File: config.mk
export PLATFORM = sky130hd
export DESIGN_NAME = shared_cordic
export DESIGN_NICKNAME = d
export VERILOG_FILES = /design/src/rtl/cordic_pkg.sv /design/src/rtl/cordic_req_mux.sv /design/src/rtl/cordic_prerot.sv /design/src/rtl/cordic_micro.sv /design/src/rtl/cordic_gain.sv /design/src/rtl/shared_cordic.sv
export SDC_FILE = /design/constraint.sdc
export NUM_CORES = 2
export LEC_CHECK = 0
export ABC_CLOCK_PERIOD_IN_PS = 9700
export BUFFER_PORTS_ARGS = -buffer_cell sky130_fd_sc_hd__clkbuf_2
export CORE_MARGIN = 10
export CORE_UTILIZATION = 52
export DETAILED_ROUTE_END_ITERATION = 8
export GPL_TIMING_DRIVEN = 0
export HOLD_SLACK_MARGIN = 0.1
export PLACE_DENSITY = 0.79
export SYNTH_ARGS = -nofsm -noshare
export SYNTH_HDL_FRONTEND = slang
export SYNTH_SLANG_ARGS = --single-unit
File: constraint.sdc
create_clock -name clk -period 9.7 [get_ports clk]
set_input_delay 0.97 -clock clk [delete_from_list [all_inputs] [get_ports clk]]
set_output_delay 0.97 -clock clk [all_outputs]
set_load 0.01 [all_outputs]
File: src/rtl/cordic_pkg.sv
package cordic_pkg;

  localparam int ANG_W = 16;
  localparam int MAX_STAGES = 16;

  localparam logic MODE_ROT = 1'b0;
  localparam logic MODE_VEC = 1'b1;

  // arctan(2^-i) in 16-bit binary radians (65536 = one turn)
  function automatic logic [ANG_W-1:0] atan_step(input int unsigned i);
    case (i)
      0:  atan_step = 16'd8192;
      1:  atan_step = 16'd4836;
      2:  atan_step = 16'd2555;
      3:  atan_step = 16'd1297;
      4:  atan_step = 16'd651;
      5:  atan_step = 16'd326;
      6:  atan_step = 16'd163;
      7:  atan_step = 16'd81;
      8:  atan_step = 16'd41;
      9:  atan_step = 16'd20;
      10: atan_step = 16'd10;
      11: atan_step = 16'd5;
      12: atan_step = 16'd3;
      13: atan_step = 16'd1;
      14: atan_step = 16'd1;
      default: atan_step = 16'd0;
    endcase
  endfunction

endpackage

File: src/rtl/cordic_req_mux.sv
module cordic_req_mux #(
  parameter int DATA_W = 16,
  parameter int ANG_W  = 16
) (
  input  logic                     sel,
  input  logic                     a_valid,
  input  logic                     a_mode,
  input  logic signed [DATA_W-1:0] a_x,
  input  logic signed [DATA_W-1:0] a_y,
  input  logic [ANG_W-1:0]         a_z,
  input  logic                     b_valid,
  input  logic                     b_mode,
  input  logic signed [DATA_W-1:0] b_x,
  input  logic signed [DATA_W-1:0] b_y,
  input  logic [ANG_W-1:0]         b_z,
  output logic                     m_valid,
  output logic                     m_mode,
  output logic                     m_owner,
  output logic signed [DATA_W-1:0] m_x,
  output logic signed [DATA_W-1:0] m_y,
  output logic [ANG_W-1:0]         m_z
);

  always_comb begin
    m_owner = sel;
    if (sel) begin
      m_valid = b_valid;
      m_mode  = b_mode;
      m_x     = b_x;
      m_y     = b_y;
      m_z     = b_z;
    end else begin
      m_valid = a_valid;
      m_mode  = a_mode;
      m_x     = a_x;
      m_y     = a_y;
      m_z     = a_z;
    end
  end

endmodule

File: src/rtl/cordic_prerot.sv
module cordic_prerot
  import cordic_pkg::*;
#(
  parameter int DATA_W = 16,
  parameter int GUARD  = 4,
  parameter int IW     = 22
) (
  input  logic                     clk,
  input  logic                     rst_n,
  input  logic                     in_valid,
  input  logic                     in_mode,
  input  logic                     in_owner,
  input  logic signed [DATA_W-1:0] in_x,
  input  logic signed [DATA_W-1:0] in_y,
  input  logic [ANG_W-1:0]         in_z,
  output logic                     out_valid,
  output logic                     out_mode,
  output logic                     out_owner,
  output logic signed [IW-1:0]     out_x,
  output logic signed [IW-1:0]     out_y,
  output logic [ANG_W-1:0]         out_z
);

  localparam logic [ANG_W-1:0] QUARTER = ANG_W'(1) << (ANG_W - 2);

  logic signed [IW-1:0] xe, ye, nx, ny;
  logic [ANG_W-1:0]     nz;
  logic [1:0]           quad;

  assign xe   = IW'(in_x) <<< GUARD;
  assign ye   = IW'(in_y) <<< GUARD;
  assign quad = in_z[ANG_W-1 -: 2];

  always_comb begin
    nx = xe;
    ny = ye;
    nz = in_z;
    if (in_mode == MODE_VEC) begin
      nz = '0;
      if (xe[IW-1]) begin
        if (!ye[IW-1]) begin
          nx = ye;  ny = -xe; nz = QUARTER;
        end else begin
          nx = -ye; ny = xe;  nz = -QUARTER;
        end
      end
    end else begin
      case (quad)
        2'b01: begin nx = -ye; ny = xe;  nz = in_z - QUARTER; end
        2'b10: begin nx = ye;  ny = -xe; nz = in_z + QUARTER; end
        default: ;
      endcase
    end
  end

  always_ff @(posedge clk or negedge rst_n) begin
    if (!rst_n) begin
      out_valid <= 1'b0;
      out_mode  <= 1'b0;
      out_owner <= 1'b0;
      out_x     <= '0;
      out_y     <= '0;
      out_z     <= '0;
    end else begin
      out_valid <= in_valid;
      out_mode  <= in_mode;
      out_owner <= in_owner;
      out_x     <= nx;
      out_y     <= ny;
      out_z     <= nz;
    end
  end

endmodule

File: src/rtl/cordic_micro.sv
module cordic_micro
  import cordic_pkg::*;
#(
  parameter int IW    = 22,
  parameter int SHIFT = 0
) (
  input  logic                 clk,
  input  logic                 rst_n,
  input  logic                 in_valid,
  input  logic                 in_mode,
  input  logic                 in_owner,
  input  logic signed [IW-1:0] in_x,
  input  logic signed [IW-1:0] in_y,
  input  logic [ANG_W-1:0]     in_z,
  output logic                 out_valid,
  output logic                 out_mode,
  output logic                 out_owner,
  output logic signed [IW-1:0] out_x,
  output logic signed [IW-1:0] out_y,
  output logic [ANG_W-1:0]     out_z
);

  logic [ANG_W-1:0]     step;
  logic signed [IW-1:0] xs, ys;
  logic                 ccw;   // counter-clockwise micro-rotation this stage

  assign step = atan_step(SHIFT);
  assign xs   = in_x >>> SHIFT;
  assign ys   = in_y >>> SHIFT;
  // rotate: follow sign of residual angle; vector: steer y toward zero
  assign ccw  = (in_mode == MODE_VEC) ? in_y[IW-1] : ~in_z[ANG_W-1];

  always_ff @(posedge clk or negedge rst_n) begin
    if (!rst_n) begin
      out_valid <= 1'b0;
      out_mode  <= 1'b0;
      out_owner <= 1'b0;
      out_x     <= '0;
      out_y     <= '0;
      out_z     <= '0;
    end else begin
      out_valid <= in_valid;
      out_mode  <= in_mode;
      out_owner <= in_owner;
      out_x     <= ccw ? in_x - ys : in_x + ys;
      out_y     <= ccw ? in_y + xs : in_y - xs;
      out_z     <= ccw ? in_z - step : in_z + step;
    end
  end

endmodule

File: src/rtl/cordic_gain.sv
module cordic_gain
  import cordic_pkg::*;
#(
  parameter int IW    = 22,
  parameter int OW    = 17,
  parameter int GUARD = 4
) (
  input  logic                 clk,
  input  logic                 rst_n,
  input  logic                 in_valid,
  input  logic                 in_mode,
  input  logic                 in_owner,
  input  logic signed [IW-1:0] in_x,
  input  logic signed [IW-1:0] in_y,
  input  logic [ANG_W-1:0]     in_z,
  output logic                 out_valid,
  output logic                 out_mode,
  output logic                 out_owner,
  output logic signed [OW-1:0] out_x,
  output logic signed [OW-1:0] out_y,
  output logic [ANG_W-1:0]     out_z
);

  localparam int WW = IW + 17;
  localparam logic signed [WW-1:0] RND = WW'(1) <<< (15 + GUARD);

  // v * 0.6072529 as signed digits 2^-1 +2^-3 -2^-6 -2^-9 -2^-12 +2^-14 +2^-16,
  // then drop guard bits with round-half-up
  function automatic logic signed [OW-1:0] scale_round(input logic signed [IW-1:0] v);
    logic signed [WW-1:0] w;
    logic signed [WW-1:0] acc;
    w   = WW'(v) <<< 16;
    acc = (w >>> 1) + (w >>> 3) - (w >>> 6) - (w >>> 9)
        - (w >>> 12) + (w >>> 14) + (w >>> 16) + RND;
    return OW'(acc >>> (16 + GUARD));
  endfunction

  always_ff @(posedge clk or negedge rst_n) begin
    if (!rst_n) begin
      out_valid <= 1'b0;
      out_mode  <= 1'b0;
      out_owner <= 1'b0;
      out_x     <= '0;
      out_y     <= '0;
      out_z     <= '0;
    end else begin
      out_valid <= in_valid;
      out_mode  <= in_mode;
      out_owner <= in_owner;
      out_x     <= scale_round(in_x);
      out_y     <= scale_round(in_y);
      out_z     <= in_z;
    end
  end

endmodule

File: src/rtl/shared_cordic.sv
module shared_cordic
  import cordic_pkg::*;
#(
  parameter int DATA_W = 16,
  parameter int STAGES = 16,
  parameter int GUARD  = 4
) (
  input  logic                   clk,
  input  logic                   rst_n,
  input  logic                   sel,
  input  logic                   a_valid,
  input  logic                   a_mode,
  input  logic signed [DATA_W-1:0] a_x,
  input  logic signed [DATA_W-1:0] a_y,
  input  logic [ANG_W-1:0]       a_z,
  input  logic                   b_valid,
  input  logic                   b_mode,
  input  logic signed [DATA_W-1:0] b_x,
  input  logic signed [DATA_W-1:0] b_y,
  input  logic [ANG_W-1:0]       b_z,
  output logic                   res_valid,
  output logic                   res_owner,
  output logic                   res_mode,
  output logic signed [DATA_W:0] res_x,
  output logic signed [DATA_W:0] res_y,
  output logic [ANG_W-1:0]       res_z
);

  // growth: sqrt(2) * 1.6468 < 4, hence two integer bits above the guard bits
  localparam int IW = DATA_W + GUARD + 2;
  localparam int OW = DATA_W + 1;

  // accepted request (named for the checker)
  logic                     acc_valid, acc_mode, acc_owner;
  logic signed [DATA_W-1:0] acc_x, acc_y;
  logic [ANG_W-1:0]         acc_z;

  logic [STAGES:0]      st_valid, st_mode, st_owner;
  logic signed [IW-1:0] st_x [STAGES+1];
  logic signed [IW-1:0] st_y [STAGES+1];
  logic [ANG_W-1:0]     st_z [STAGES+1];

  // pre-rotated sample entering the micro-rotations (named for the checker)
  logic                 pre_valid, pre_mode;
  logic signed [IW-1:0] pre_x;
  logic [ANG_W-1:0]     pre_z;

  cordic_req_mux #(.DATA_W(DATA_W), .ANG_W(ANG_W)) u_mux (
    .sel(sel),
    .a_valid(a_valid), .a_mode(a_mode), .a_x(a_x), .a_y(a_y), .a_z(a_z),
    .b_valid(b_valid), .b_mode(b_mode), .b_x(b_x), .b_y(b_y), .b_z(b_z),
    .m_valid(acc_valid), .m_mode(acc_mode), .m_owner(acc_owner),
    .m_x(acc_x), .m_y(acc_y), .m_z(acc_z)
  );

  cordic_prerot #(.DATA_W(DATA_W), .GUARD(GUARD), .IW(IW)) u_prerot (
    .clk(clk), .rst_n(rst_n),
    .in_valid(acc_valid), .in_mode(acc_mode), .in_owner(acc_owner),
    .in_x(acc_x), .in_y(acc_y), .in_z(acc_z),
    .out_valid(st_valid[0]), .out_mode(st_mode[0]), .out_owner(st_owner[0]),
    .out_x(st_x[0]), .out_y(st_y[0]), .out_z(st_z[0])
  );

  assign pre_valid = st_valid[0];
  assign pre_mode  = st_mode[0];
  assign pre_x     = st_x[0];
  assign pre_z     = st_z[0];

  for (genvar g = 0; g < STAGES; g++) begin : g_stage
    cordic_micro #(.IW(IW), .SHIFT(g)) u_micro (
      .clk(clk), .rst_n(rst_n),
      .in_valid(st_valid[g]), .in_mode(st_mode[g]), .in_owner(st_owner[g]),
      .in_x(st_x[g]), .in_y(st_y[g]), .in_z(st_z[g]),
      .out_valid(st_valid[g+1]), .out_mode(st_mode[g+1]), .out_owner(st_owner[g+1]),
      .out_x(st_x[g+1]), .out_y(st_y[g+1]), .out_z(st_z[g+1])
    );
  end

  cordic_gain #(.IW(IW), .OW(OW), .GUARD(GUARD)) u_gain (
    .clk(clk), .rst_n(rst_n),
    .in_valid(st_valid[STAGES]), .in_mode(st_mode[STAGES]), .in_owner(st_owner[STAGES]),
    .in_x(st_x[STAGES]), .in_y(st_y[STAGES]), .in_z(st_z[STAGES]),
    .out_valid(res_valid), .out_mode(res_mode), .out_owner(res_owner),
    .out_x(res_x), .out_y(res_y), .out_z(res_z)
  );

endmodule

==> reports/qor.yml <==
setup_path:
  arrival_ps: 6580
  cp.required_ps: 10420
  crit-reg2reg-launch: "g_stage[10].u_micro.out_y[21]"
  startpoint: "g_stage[10].u_micro.out_y[21]"
  end_kind: "flop"
  path_max_fanout: 23
  critPathKind: "reg -> reg"
  start_kind: "flop"
detailed_routing:
  ant_nets: 0
  drtIter0Drc: 4806
  dr.pass1.iters: 5
  drc: 0
  viasPerCell: 5.82
  routed_wl_um: 214000
  vias: 68675
  wl_per_cell_um: 18.2
grt:
  grt_usage_pct: 22.7
  antenna_found_initial: 0
  globalRouteOverflowTotal: 0
  grt_pass1_vias: 69915
  grt_first_pass_wirelength_um: 352000
  grt_max_degree: 125
clock_tree:
  cts_tree: "done"
  cts_hold_buf: 1
  cts_resized: 0
  cts-root-buf: "clkbuf_16"
  cts_made_buffers: 120
  post_cts_buffers: 0
  insertion_delay_ps: 790
  cts_sinks: 1097
  clock_path_buffers: 3
  clk_pin_slew_ps: 70
  cts_max_level: 3
logic_synthesis:
  yosysUniqueCellTypes: 105
  synth_seq_cells: 1097
  synth_nets: 10654
  yosysSeqAreaShare_pct: 31.5
  syn_avg_cell_area_um2: 9.45
  syn_area_um2: 87000
  synth_flop_cell: "dfrtp_1"
  synth_edf_count: 0
  async_reset_ff_share_pct: 100
  synthCells: 9213
  ys_warn_count: 0
layout:
  final_cell_mix: "ha_1, dfrtp_1, xnor2_1, a21oi_1, inv_1"
  ff_latch_area_um2: 27500
  antenna_cells: 0
  final_util_pct: 57.0
  final_cells: 11802
  fillerInstances: 14210
  area_delta_synth_final_pct: 9.25
  nNetsFinal: 10943
  multi_input_area_um2: 56200
  drive_gt1_share_pct: 5.87
placement:
  placed_cells: 11583
  gp_congestion: 0.910
  io_buffer_count: 155
  hpwlAfterDp_um: 171000
sta:
  slew_headroom_pct: 6.45
  finalCritPeriodShare_pct: 60.5
  rsz0062_at_grt: "no"
  period_needed_ps: 5860
  max_clock_freq_mhz: 171
  setup_viol: 0
  worst_pin_slew_ps: 1400
  slew_violations: 0
  hold_ws_ps: 328
  setup_tns_ps: 0
  fin_skew_ps: 44.4
  report.final.hold_viol_count: 0
run_status:
  run_status: "finished clean"
floorplanning:
  ios: 156
  chipWidth_um: 429
  initial_core_util_pct: 52.2
  placementRows: 150
  fp.coreArea_um2: 167000
  die_height_um: 429
  fp.dieArea_um2: 184000
run:
  maxCapViolations: 0
min_path:
  min-delay-start: "u_prerot.out_z[12]"
  hp-class: "reg -> reg"
## Yosys cell counts, types with 237 or more instances
cell type / number / area, um^2
a21o_1: 281 / 2110
a21oi_1: 784 / 3920
dfrtp_1: 1097 / 27500
fa_1: 241 / 4820
ha_1: 1097 / 13700
inv_1: 743 / 2790
nand2_1: 468 / 1760
nor2_1: 687 / 2580
nor3_1: 237 / 1190
o21ai_0: 394 / 1970
xnor2_1: 836 / 7320
xor2_1: 363 / 3180
## per-stage QoR
step           cell area [um^2]  setup WS (ps)
3_3_place_gp              90600         -17610
3_5_place_dp              90900           4000
4_1_cts                   95100           4000
6_report                  95100           3840
2_1_floorplan             87000           4780
5_1_grt                   95100           3540
## state kept, by name, summed over array words and instances, names as in the netlist, 16 cells and up
| name | flops |
|---|---|
| g_stage.u_micro.out_valid | 16 |
| g_stage.u_micro.out_owner | 16 |
| u_prerot.out_z | 16 |
| g_stage.u_micro.out_z | 256 |
| g_stage.u_micro.out_y | 344 |
| g_stage.u_micro.out_mode | 16 |
| u_gain.out_z | 16 |
| u_prerot.out_x | 18 |
| u_gain.out_x | 17 |
| g_stage.u_micro.out_x | 341 |
| u_gain.out_y | 17 |
| u_prerot.out_y | 18 |
## metal layers
metal  global-route usage (%)  up-vias  wire length [um]
met2                     40.3     1790            106000
met5                        0        -                 0
met3                     2.77      456              9950
met1                     27.7    33438             89300
li1                         -    32991                 -
met4                     9.71        0              9220
## worst max-delay path, cell delays in order, from the launching register on
cell and delay (ps):
dfrtp_1 330, clkbuf_1 370, inv_1 130, a21oi_1 420, clkbuf_1 480, clkbuf_1 1080
mux2i_1 470, fa_1 550, a21o_1 210, nand4_1 100, nand2_1 110, a21boi_2 300
o211ai_1 270, a311o_1 450, a31o_1 230, a21oi_1 180, xnor2_1 130
## logic make-up after synthesis
| family | synth area share [%] |
|---|---|
| and+or+nand+nor | 12.3 |
| xor gates and xnor gates | 12.1 |
| DFF | 31.5 |
| adders and majority gates | 21.3 |
| buffers and inverters | 3.84 |
| AOI/OAI and AO/OA | 17.5 |
| muxes | 1.45 |
## layout make-up
type	count	area share, %
Multi-Input combinational cell	7236	59.1
Buffer	129	0.557
Clock buffer	159	3.57
Timing Repair Buffer	167	1.15
Tap cell	2204	2.90
Sequential cell	1097	28.9
Inverter	751	2.96
Clock inverter	59	0.841
## final timing paths
path	endpoint	slack (ps)	cells after the start
max in group asynchronous	g_stage[5].u_micro.out_x[17]	6120	8
min reg2reg	g_stage[0].u_micro.out_z[12]	330	0
min in group asynchronous	u_gain.out_y[1]	570	2
max reg2reg	g_stage[11].u_micro.out_x[20]	3840	16
max	g_stage[11].u_micro.out_x[20]	3840	16
min	g_stage[0].u_micro.out_z[12]	330	0
Power is not shown: default switching activity piles up to over one toggle a cycle in this logic, so the estimate is an artifact.
